File: config.mk
export PLATFORM = sky130hd
export DESIGN_NAME = atomic_rmw_unit
export DESIGN_NICKNAME = d
export VERILOG_FILES = /design/src/rtl/arw_pkg.sv /design/src/rtl/arw_watch.sv /design/src/rtl/arw_seq.sv /design/src/rtl/atomic_rmw_unit.sv
export SDC_FILE = /design/constraint.sdc
export NUM_CORES = 1
export LEC_CHECK = 0
export BUFFER_PORTS_ARGS = -buffer_cell sky130_fd_sc_hd__buf_2
export CELL_PAD_IN_SITES_DETAIL_PLACEMENT = 0
export CELL_PAD_IN_SITES_GLOBAL_PLACEMENT = 1
export CORE_MARGIN = 1
export CORE_UTILIZATION = 37
export DETAILED_ROUTE_END_ITERATION = 8
export GPL_TIMING_DRIVEN = 0
export HOLD_SLACK_MARGIN = 0.05
export PLACE_DENSITY = 0.82
export SYNTH_ARGS = -nofsm -noshare
export SYNTH_HDL_FRONTEND = slang
export SYNTH_HIERARCHICAL = 1
export SYNTH_SLANG_ARGS = --single-unit
File: constraint.sdc
create_clock -name clk -period 3.36 [get_ports clk]
set_input_delay 0.672 -clock clk [delete_from_list [all_inputs] [get_ports clk]]
set_output_delay 0.672 -clock clk [all_outputs]
set_load 0.03 [all_outputs]
File: src/rtl/arw_pkg.sv
`timescale 1ns/100ps
package arw_pkg;
    typedef enum logic [1:0] {
        SEQ_IDLE  = 2'd0,
        SEQ_FETCH = 2'd1,
        SEQ_STORE = 2'd2
    } seq_state_e;

    localparam int FLAG_N   = 4;
    localparam int BIT_RDW  = 0;
    localparam int BIT_LKW  = 1;
    localparam int BIT_IRW  = 2;
    localparam int BIT_BEW  = 3;

    localparam int SEL_ADDR = 0;
    localparam int SEL_DATA = 1;
    localparam int SEL_STAT = 2;
endpackage

File: src/rtl/arw_watch.sv
`timescale 1ns/100ps
module arw_watch
    import arw_pkg::*;
(
    input  logic              clk,
    input  logic              rst_n,
    input  logic              clr_i,
    input  logic              rsv_i,
    input  logic              snoop_hit_i,
    input  logic              irq_i,
    input  logic              lock_lost_i,
    input  logic              fetch_err_i,
    input  logic              store_err_i,
    input  logic              stray_i,
    output logic [FLAG_N-1:0] flags_o,
    output logic              abort_o
);
    typedef struct packed {
        logic [FLAG_N-1:0] flags;
    } watch_s;

    watch_s q, d;
    logic [FLAG_N-1:0] ev_raw, ev_live, err_bits;

    always_comb begin
        ev_raw          = '0;
        ev_raw[BIT_RDW] = snoop_hit_i;
        ev_raw[BIT_LKW] = lock_lost_i;
        ev_raw[BIT_IRW] = irq_i;
        ev_live         = (rsv_i && !clr_i) ? ev_raw : '0;

        err_bits          = '0;
        err_bits[BIT_BEW] = fetch_err_i | store_err_i;
        err_bits[BIT_RDW] = stray_i;

        abort_o = |(q.flags | ev_live);

        d = q;
        if (clr_i) begin
            d.flags = '0;
        end else begin
            d.flags = q.flags | ev_live | err_bits;
        end
    end

    always_ff @(posedge clk or negedge rst_n) begin
        if (!rst_n) begin
            q <= '{flags: '0};
        end else begin
            q <= d;
        end
    end

    assign flags_o = q.flags;


    flags_clear_chk: assert property (@(posedge clk) disable iff (!rst_n)
        $past(clr_i) |-> (flags_o == '0));


    stray_flag_chk: assert property (@(posedge clk) disable iff (!rst_n)
        stray_i |=> flags_o[BIT_RDW]);
endmodule

File: src/rtl/arw_seq.sv
`timescale 1ns/100ps
module arw_seq
    import arw_pkg::*;
#(
    parameter int AW = 32,
    parameter int DW = 32
) (
    input  logic          clk,
    input  logic          rst_n,
    input  logic          wr_addr_i,
    input  logic          wr_data_i,
    input  logic [DW-1:0] wdata_i,
    input  logic          abort_i,
    input  logic          m_ack_i,
    input  logic          m_err_i,
    input  logic [DW-1:0] m_rdata_i,
    output logic [AW-1:0] addr_o,
    output logic [DW-1:0] data_o,
    output logic          rsv_o,
    output logic          busy_o,
    output logic          m_req_o,
    output logic          m_we_o,
    output logic [AW-1:0] m_addr_o,
    output logic [DW-1:0] m_wdata_o,
    output logic          m_lock_o,
    output logic          fetch_err_o,
    output logic          store_err_o,
    output logic          stray_o
);
    typedef struct packed {
        seq_state_e    st;
        logic          rsv;
        logic [AW-1:0] addr;
        logic [DW-1:0] data;
    } seq_s;

    seq_s q, d;

    always_comb begin
        d           = q;
        fetch_err_o = 1'b0;
        store_err_o = 1'b0;
        stray_o     = 1'b0;
        unique case (q.st)
            SEQ_IDLE: begin
                if (wr_addr_i) begin
                    d.addr = wdata_i[AW-1:0];
                    d.rsv  = 1'b1;
                    d.st   = SEQ_FETCH;
                end else if (wr_data_i) begin
                    if (q.rsv) begin
                        d.rsv  = 1'b0;
                        d.data = wdata_i;
                        if (!abort_i) d.st = SEQ_STORE;
                    end else begin
                        stray_o = 1'b1;
                    end
                end
            end
            SEQ_FETCH: begin
                if (m_ack_i) begin
                    d.st = SEQ_IDLE;
                    if (m_err_i) fetch_err_o = 1'b1;
                    else         d.data      = m_rdata_i;
                end
            end
            SEQ_STORE: begin
                if (m_ack_i) begin
                    d.st        = SEQ_IDLE;
                    store_err_o = m_err_i;
                end
            end
            default: d.st = SEQ_IDLE;
        endcase
    end

    always_ff @(posedge clk or negedge rst_n) begin
        if (!rst_n) begin
            q <= '{st: SEQ_IDLE, rsv: 1'b0, addr: '0, data: '0};
        end else begin
            q <= d;
        end
    end

    assign addr_o    = q.addr;
    assign data_o    = q.data;
    assign rsv_o     = q.rsv;
    assign busy_o    = (q.st != SEQ_IDLE);
    assign m_req_o   = (q.st != SEQ_IDLE);
    assign m_we_o    = (q.st == SEQ_STORE);
    assign m_addr_o  = q.addr;
    assign m_wdata_o = q.data;
    assign m_lock_o  = q.rsv || (q.st == SEQ_STORE);


    fetch_addr_chk: assert property (@(posedge clk) disable iff (!rst_n)
        (m_req_o && !m_we_o && !$past(m_req_o)) |->
        ($past(wr_addr_i) && (m_addr_o == $past(wdata_i[AW-1:0]))));


    store_data_chk: assert property (@(posedge clk) disable iff (!rst_n)
        (m_req_o && m_we_o && !$past(m_req_o)) |->
        ($past(wr_data_i) && (m_wdata_o == $past(wdata_i))));


    lock_span_chk: assert property (@(posedge clk) disable iff (!rst_n)
        m_req_o |-> m_lock_o);
endmodule

File: src/rtl/atomic_rmw_unit.sv
`timescale 1ns/100ps
module atomic_rmw_unit
    import arw_pkg::*;
#(
    parameter int AW    = 32,
    parameter int DW    = 32,
    parameter int OFS_W = 4
) (
    input  logic             clk,
    input  logic             rst_n,
    input  logic             s_req,
    input  logic             s_we,
    input  logic [OFS_W-1:0] s_addr,
    input  logic [DW-1:0]    s_wdata,
    output logic             s_ready,
    output logic [DW-1:0]    s_rdata,
    output logic             m_req,
    output logic             m_we,
    output logic [AW-1:0]    m_addr,
    output logic [DW-1:0]    m_wdata,
    output logic             m_lock,
    input  logic             m_ack,
    input  logic             m_err,
    input  logic [DW-1:0]    m_rdata,
    input  logic             snoop_valid,
    input  logic [AW-1:0]    snoop_addr,
    input  logic             irq_taken,
    input  logic             lock_lost
);
    localparam int SELW = OFS_W - 2;

    logic [SELW-1:0]   sel;
    logic              aligned, acc, wr_addr, wr_data;
    logic [AW-1:0]     held_addr;
    logic [DW-1:0]     held_data;
    logic              rsv, busy, abort, snoop_hit;
    logic              fetch_err, store_err, stray;
    logic [FLAG_N-1:0] flags;

    assign sel       = s_addr[OFS_W-1:2];
    assign aligned   = (s_addr[1:0] == 2'b00);
    assign s_ready   = !busy;
    assign acc       = s_req && s_ready && aligned;
    assign wr_addr   = acc && s_we && (sel == SELW'(SEL_ADDR));
    assign wr_data   = acc && s_we && (sel == SELW'(SEL_DATA));
    assign snoop_hit = snoop_valid && (snoop_addr == held_addr);

    arw_seq #(.AW(AW), .DW(DW)) u_seq (
        .clk         (clk),
        .rst_n       (rst_n),
        .wr_addr_i   (wr_addr),
        .wr_data_i   (wr_data),
        .wdata_i     (s_wdata),
        .abort_i     (abort),
        .m_ack_i     (m_ack),
        .m_err_i     (m_err),
        .m_rdata_i   (m_rdata),
        .addr_o      (held_addr),
        .data_o      (held_data),
        .rsv_o       (rsv),
        .busy_o      (busy),
        .m_req_o     (m_req),
        .m_we_o      (m_we),
        .m_addr_o    (m_addr),
        .m_wdata_o   (m_wdata),
        .m_lock_o    (m_lock),
        .fetch_err_o (fetch_err),
        .store_err_o (store_err),
        .stray_o     (stray)
    );

    arw_watch u_watch (
        .clk         (clk),
        .rst_n       (rst_n),
        .clr_i       (wr_addr),
        .rsv_i       (rsv),
        .snoop_hit_i (snoop_hit),
        .irq_i       (irq_taken),
        .lock_lost_i (lock_lost),
        .fetch_err_i (fetch_err),
        .store_err_i (store_err),
        .stray_i     (stray),
        .flags_o     (flags),
        .abort_o     (abort)
    );

    always_comb begin
        s_rdata = '0;
        if (aligned) begin
            if (sel == SELW'(SEL_ADDR))      s_rdata = DW'(held_addr);
            else if (sel == SELW'(SEL_DATA)) s_rdata = held_data;
            else if (sel == SELW'(SEL_STAT)) s_rdata = DW'({busy, flags});
        end
    end


    abort_nostore_chk: assert property (@(posedge clk) disable iff (!rst_n)
        (wr_data && rsv && abort) |=> !m_req);
endmodule

==> load_flow_metrics.sql, run 1 <==
INSERT INTO impl_metrics (metric_group, metric, value, unit) VALUES
('synthesis', 'synth_enable_flop_cells', '0', ''),
('layout', 'final_nets', '810', ''),
('pwr', 'vdd.ir_drop.worst', '367', 'uV'),
('synthesis', 'synth_top_family_by_area', 'multiplexers', ''),
('clock_tree', 'clock-sinks', '71', ''),
('pwr', 'netSwitchingPower', '2340', 'uW'),
('sta', 'max_clock_freq', '345', 'MHz'),
('layout', 'fillers', '1318', ''),
('clock_tree', 'post_cts.repair.setup_buffers', '0', ''),
('route', 'drtPass1Iterations', '5', ''),
('worst_setup_path', 'arrival', '3110', 'ps'),
('route', 'remaining_drc_errors', '0', ''),
('clock_tree', 'cts_max_level', '3', ''),
('layout', 'layout.cells.most_common', 'buf_2', ''),
('layout', 'stdcell_count', '881', ''),
('synthesis', 'synth.mux.area_fraction', '28.9', '%'),
('clock_tree', 'tritoncts', 'done', ''),
('clock_tree', 'clk_root_buffer_cell', 'clkbuf_16', ''),
('synthesis', 'simple_logic_cell_fraction_of_the_synthesized_area', '7.02', '%'),
('die', 'die_footprint', '0.0147', 'mm^2'),
('route', 'postRouteAntennaNets', '0', ''),
('outcome', 'outcome', 'finished clean', ''),
('grt', 'grt_pass1_vias', '4135', ''),
('worst_setup_path', 'cp-start-kind', 'input pin', ''),
('sta', 'timing.max_slew.rel_slack', '63.3', '%'),
('grt', 'largest_net_degree_at_the_start_of_global_routing', '38', ''),
('synthesis', 'net_count_after_synthesis', '591', ''),
('route', 'postRouteWirelength', '14800', 'um'),
('synthesis', 'postSynthAreaPerCell', '11.0', 'um^2'),
('grt', 'grt_overflow_total', '0', ''),
('clock_tree', 'clockBufferDepth', '2', ''),
('sta', 'timing_hold_violations_final', '0', ''),
('layout', 'commonest_non_fill_non_tap_cells_in_the_layout', '214 x buf_2, 132 x buf_4, 71 x dfrtp_1', ''),
('pwr', 'power_density', '870', 'mW/mm^2'),
('sta', 'worst_slew_pin_slew', '550', 'ps'),
('pwr', 'power.internal', '3600', 'uW'),
('synthesis', 'synth.ff_latch_count', '71', ''),
('sta', 'slew_viol_final', '0', ''),
('clock_tree', 'number_of_buffers_created_by_cts', '9', ''),
('grt', 'grt_util_overall', '20.8', '%'),
('sta', 'final.hold.worst_slack', '297', 'ps'),
('pwr', 'power_frac_comb', '58.5', '%'),
('die', 'number_of_primary_i_o_pins', '209', ''),
('die', 'floorplan.rows', '43', ''),
('sta', 'finalSetupViolations', '0', ''),
('die', 'die_y', '121', 'um'),
('synthesis', 'post_synth_xor_area_fraction', '5.34', '%'),
('layout', 'fin_util', '49.4', '%'),
('synthesis', 'seq_area_frac_synth', '33.9', '%'),
('pwr', 'switching_share', '39.4', '%'),
('min_path', 'hp-class', 'input pin to asynchronous set/reset pin', ''),
('worst_setup_path', 'ff2ff_path_depth', '8', ''),
('sta', 'layout_min_cycle_time', '2900', 'ps'),
('sta', 'setup_tns', '0', 'ps'),
('worst_setup_path', 'critPathMaxFanout', '10', ''),
('synthesis', 'synth_cell_type_count', '35', ''),
('synthesis', 'synth_area', '0.00524', 'mm^2'),
('worst_setup_path', 'critical_path_class', 'input pin to flop', ''),
('flow_run', 'number_of_max_cap_violations', '0', ''),
('layout', 'diodes', '0', ''),
('route', 'total_number_of_vias', '4054', ''),
('synthesis', 'synth-main-ff-cell', 'dfrtp_1', ''),
('synthesis', 'synth_compound_area_share', '2.39', '%'),
('die', 'start_util', '37.9', '%'),
('sta', 'layout_worst_path_cycle_share', '86.3', '%'),
('clock_tree', 'clk_transition_reported_paths', '60', 'ps'),
('synthesis', 'async_flop_share', '100', '%'),
('layout', 'drive_gt1_share', '67.0', '%'),
('die', 'chipWidth', '121', 'um'),
('layout', 'area_growth', '30.2', '%'),
('grt', 'grt_antenna_before_repair', '1', '');
cells in the mapped netlist, types with 7 or more instances:
cell type	instances	area share, %
buf_4	131	19
dfrtp_1	71	34
mux2_2	66	14
nor2_1	36	2.6
mux2i_1	32	6.1
xor2_1	31	5.2
mux2_4	30	8.6
nor3_1	9	0.86
buf_2	8	0.76
nor4_1	8	0.95
a21oi_1	7	0.67
metrics by stage:
stage          instance area [um^2]  setup slack [ps]  power (uW)
2_1_floorplan                  5240               568        4220
3_3_place_gp                   6500              -140        4940
3_5_place_dp                   6530              -231        5010
4_1_cts                        6820               126        6000
5_1_grt                        6830               302        6290
6_report                       6830               461        5940
final cells by class:
class	count	area [um^2]	share of cell area [%]
inverter	6	22.5	0.330
tap	180	225	3.30
buffer	146	1090	16.0
sequential	71	1780	26.0
clock inverter	4	45.0	0.660
clock buffer	12	246	3.61
timing repair buffer	208	1060	15.5
multi-input combinational	254	2360	34.5
registers in the layout, summed over array words and instances, names as in the netlist:
register / cells
u_seq/addr_o: 32
u_seq/data_o: 32
u_seq/q: 2
u_seq/rsv_o: 1
u_watch/flags_o: 4
kinds of logic after synthesis:
group,count (synthesis)
AO/OA/AOI/OAI,16
XOR/XNOR,32
adder cells (fa/ha/maj),5
buffers and inverters,152
flip-flops,71
multiplexers,128
AND/OR/NAND/NOR,73
power groups by stage:
stage               clock network [uW]  registers (uW)  logic [uW]
finish                             962            1500        3480
global route                      1020            1560        3700
CTS                                990            1500        3510
detailed placement                   0            1520        3490
global placement                     0            1490        3440
floorplan                            0            1430        2800
path summary, 6_finish.rpt:
path / startpoint / to / slack [ps]
max in group asynchronous: rst_n / u_seq/data_o[1] / 2470
worst max register to register: u_seq/q[65] / u_seq/data_o[1] / 540
min in group clk: u_seq/addr_o[19] / u_seq/addr_o[19] / 530
worst min-delay path: rst_n / u_seq/data_o[22] / 300
worst min register to register: u_seq/addr_o[19] / u_seq/addr_o[19] / 530
worst max-delay path: s_addr[3] / u_seq/data_o[1] / 460
critical path, stage by stage:
cell       delay [ps]
buf_2             140
or3_4             410
buf_6             170
nor4_4            460
nand2_1           400
o2111ai_4         280
buf_6             260
mux2_4            320
layer usage:
layer  wire length, um  part of all wire, %  track usage (%)  vias up
li1                  -                    -                -     1932
met1              6300                   42             26.0     1927
met2              7120                   48             35.1      170
met3              1080                  7.3             4.28       23
met4               307                  2.1             8.10        2
met5                13                0.088                0        -
(Power assumes the default switching activity.)
==> inputs of run 2 (changes only) <==
--- a/config.mk
+++ b/config.mk
@@ -8,6 +8,7 @@
 export BUFFER_PORTS_ARGS = -buffer_cell sky130_fd_sc_hd__buf_2
 export CELL_PAD_IN_SITES_DETAIL_PLACEMENT = 0
 export CELL_PAD_IN_SITES_GLOBAL_PLACEMENT = 1
+export CORE_ASPECT_RATIO = 1.4
 export CORE_MARGIN = 1
 export CORE_UTILIZATION = 37
 export DETAILED_ROUTE_END_ITERATION = 8
==> run 2 against run 1 <==
Non-clock buffer count is the same. Clock skew decreased by 4.3 ps. Worst hold slack worse by 5.7 ps. Global-route usage shrank 0.95 points. Worst setup slack got worse by 120 ps. Sequential cell count did not move.
==> load_flow_metrics.sql, run 2 (synthesis results as in run 1) <==
INSERT INTO impl_metrics (metric_group, metric, value, unit) VALUES
('route', 'total_number_of_vias', '3946', ''),
('grt', 'grt_antenna_before_repair', '2', ''),
('pwr', 'power_density', '867', 'mW/mm^2'),
('worst_setup_path', 'worst_path_max_delay_cell', 'nor4_2', ''),
('worst_setup_path', 'critPathMaxFanout', '10', ''),
('layout', 'area_growth', '30.4', '%'),
('route', 'wl_per_cell', '16.1', 'um'),
('grt', 'grt_first_pass_wirelength', '21200', 'um'),
('die', 'start_util', '37.9', '%'),
('pwr', 'netSwitchingPower', '2330', 'uW'),
('worst_setup_path', 'worstSetupEndpointType', 'flop', ''),
('sta', 'setup_tns', '0', 'ps'),
('grt', 'largest_net_degree_at_the_start_of_global_routing', '38', ''),
('die', 'die_footprint', '0.0147', 'mm^2'),
('sta', 'slew_viol_final', '0', ''),
('min_path', 'hp-class', 'input pin to asynchronous set/reset pin', ''),
('worst_setup_path', 'arrival', '3240', 'ps'),
('pwr', 'power_frac_comb', '58.3', '%'),
('clock_tree', 'tritoncts', 'done', ''),
('sta', 'layout_min_cycle_time', '3020', 'ps'),
('sta', 'rsz0062_at_grt', 'no', ''),
('placement', 'gpl.final_weighted_congestion', '0.788', ''),
('sta', 'final.setup_skew', '5.89', 'ps'),
('sta', 'timing.max_slew.rel_slack', '51.5', '%'),
('worst_setup_path', 'cp-start-kind', 'input pin', ''),
('route', 'drt-initial-drc-count', '100', ''),
('layout', 'commonest_non_fill_non_tap_cells_in_the_layout', '214 x buf_2, 132 x buf_4, 71 x dfrtp_1', ''),
('pwr', 'power.internal', '3590', 'uW'),
('route', 'remaining_drc_errors', '0', ''),
('placement', 'post-dp-hpwl', '11300', 'um'),
('grt', 'grt_overflow_total', '0', ''),
('layout', 'layout.cells.most_common', 'buf_2', ''),
('worst_setup_path', 'crit_top_cell', 'buf_6', ''),
('clock_tree', 'clk_transition_reported_paths', '60', 'ps'),
('die', 'chipWidth', '103', 'um'),
('route', 'postRouteWirelength', '14300', 'um'),
('clock_tree', 'clk_root_buffer_cell', 'clkbuf_16', ''),
('clock_tree', 'post_cts.repair.setup_buffers', '0', ''),
('clock_tree', 'cts_max_level', '3', ''),
('sta', 'final.setup.worst_slack', '336', 'ps'),
('clock_tree', 'clockBufferDepth', '2', ''),
('route', 'drtPass1Iterations', '4', ''),
('pwr', 'pwr-share-clk', '16.3', '%'),
('sta', 'worst_slew_pin_slew', '721', 'ps'),
('placement', 'buffer_ports.inserted', '207', ''),
('grt', 'grt_util_overall', '19.9', '%'),
('layout', 'final_nets', '810', ''),
('clock_tree', 'post_cts_resized', '0', ''),
('clock_tree', 'cts.hold.buffers_added', '0', ''),
('layout', 'drive_gt1_share', '67.3', '%'),
('worst_setup_path', 'path_cells', 'buf_2 > or3_4 > buf_6 > nor4_2 > nand2_1 > o2111ai_4 > buf_6 > mux2_4', ''),
('clock_tree', 'clock_latency', '330', 'ps'),
('route', 'route.detailed.vias_per_inst', '4.45', ''),
('worst_setup_path', 'critPathMaxStageDelay', '620', 'ps'),
('die', 'die_y', '143', 'um'),
('sta', 'timing_hold_violations_final', '0', ''),
('die', 'floorplan.rows', '51', ''),
('die', 'floorplan.core_area', '0.0138', 'mm^2'),
('clock_tree', 'clock-sinks', '71', ''),
('pwr', 'vdd.ir_drop.worst', '375', 'uV'),
('placement', 'pre_cts_ws', '-39.8', 'ps'),
('sta', 'finalSetupViolations', '0', ''),
('sta', 'layout_worst_path_cycle_share', '90.0', '%'),
('worst_setup_path', 'critical_path_class', 'input pin to flop', ''),
('worst_setup_path', 'crit_family', 'simple AND/OR/NAND/NOR gates', ''),
('pwr', 'p_leak', '0.00381', 'uW'),
('grt', 'grt_pass1_vias', '4073', ''),
('die', 'number_of_primary_i_o_pins', '209', ''),
('pwr', 'switching_share', '39.3', '%'),
('flow_run', 'number_of_max_cap_violations', '0', ''),
('pwr', 'seqPwrFrac', '25.4', '%'),
('sta', 'max_clock_freq', '331', 'MHz'),
('route', 'postRouteAntennaNets', '0', ''),
('outcome', 'outcome', 'finished clean', ''),
('worst_setup_path', 'buffers_plus_inverters_on_the_worst_setup_path', '3', ''),
('layout', 'fillers', '1372', ''),
('worst_setup_path', 'timing.critical_path.required', '3570', 'ps'),
('clock_tree', 'number_of_buffers_created_by_cts', '9', '');
==> run 2: changes by cell type in the layout (fill, tap and decap cells not counted), sizes merged <==
cell / previous run / this run
diode: 0 / 1
clkinvlp: 0 / 2
clkbuf: 13 / 11
==> run 2: routing by layer <==
layer | routed length, um | global-route usage, % | up-vias
met3 | 640 | 3.87 | 19
met4 | 276 | 7.44 | 2
met5 | 13 | 0 | -
met2 | 7840 | 36.8 | 112
met1 | 5520 | 21.9 | 1886
li1 | - | - | 1927
==> run 2: worst paths after layout <==
check / startpoint / slack [ps] / to / cells after the start
max in group asynchronous: rst_n / 2480 / u_seq/data_o[16] / 2
worst max-delay path: s_addr[3] / 340 / u_seq/data_o[13] / 8
worst max register to register: u_seq/q[65] / 420 / u_seq/data_o[13] / 8
worst min-delay path: rst_n / 290 / u_seq/addr_o[28] / 1
min in group clk: u_seq/addr_o[22] / 530 / u_seq/addr_o[22] / 1
worst min register to register: u_seq/addr_o[22] / 530 / u_seq/addr_o[22] / 1
==> run 2: power by group through the flow <==
stage	Sequential, uW	Combinational (uW)	Clock (uW)
finish	1500	3450	965
CTS	1510	3500	990
global placement	1490	3440	0
global route	1560	3670	1030
detailed placement	1520	3490	0
floorplan	1430	2800	0
==> run 2: stage by stage <==
step                power [uW]  std cells  area (um^2)  utilization, %  hold slack, ps
global placement          4930        869         6510            47.0             516
finish                    5920        887         6840            49.4             291
CTS                       6000        886         6830            49.3             311
floorplan                 4220        477         5240               -             376
global route              6260        887         6840            49.4             317
detailed placement        5000        870         6530            47.2             520
==> run 2: worst register-to-register path, delay by kind of cell (launching register included) <==
kind / cells / cell delay, ps
flip-flops: 1 / 410
buffers and inverters: 3 / 530
multiplexers: 1 / 330
AO/OA/AOI/OAI: 1 / 260
adder cells (fa/ha/maj): 1 / 200
AND/OR/NAND/NOR: 2 / 1080
==> run 2: cell type report <==
class | count | area (um^2) | area share (%)
well taps | 185 | 231 | 3.39
multi-input cells | 254 | 2350 | 34.4
plain buffers | 146 | 1090 | 16.0
inverters | 6 | 22.5 | 0.329
diodes | 1 | 2.50 | 0.0366
repair buffers | 208 | 1060 | 15.5
flip-flops and latches | 71 | 1780 | 26.0
clock buffers | 10 | 239 | 3.50
clock inverters | 6 | 60.1 | 0.879
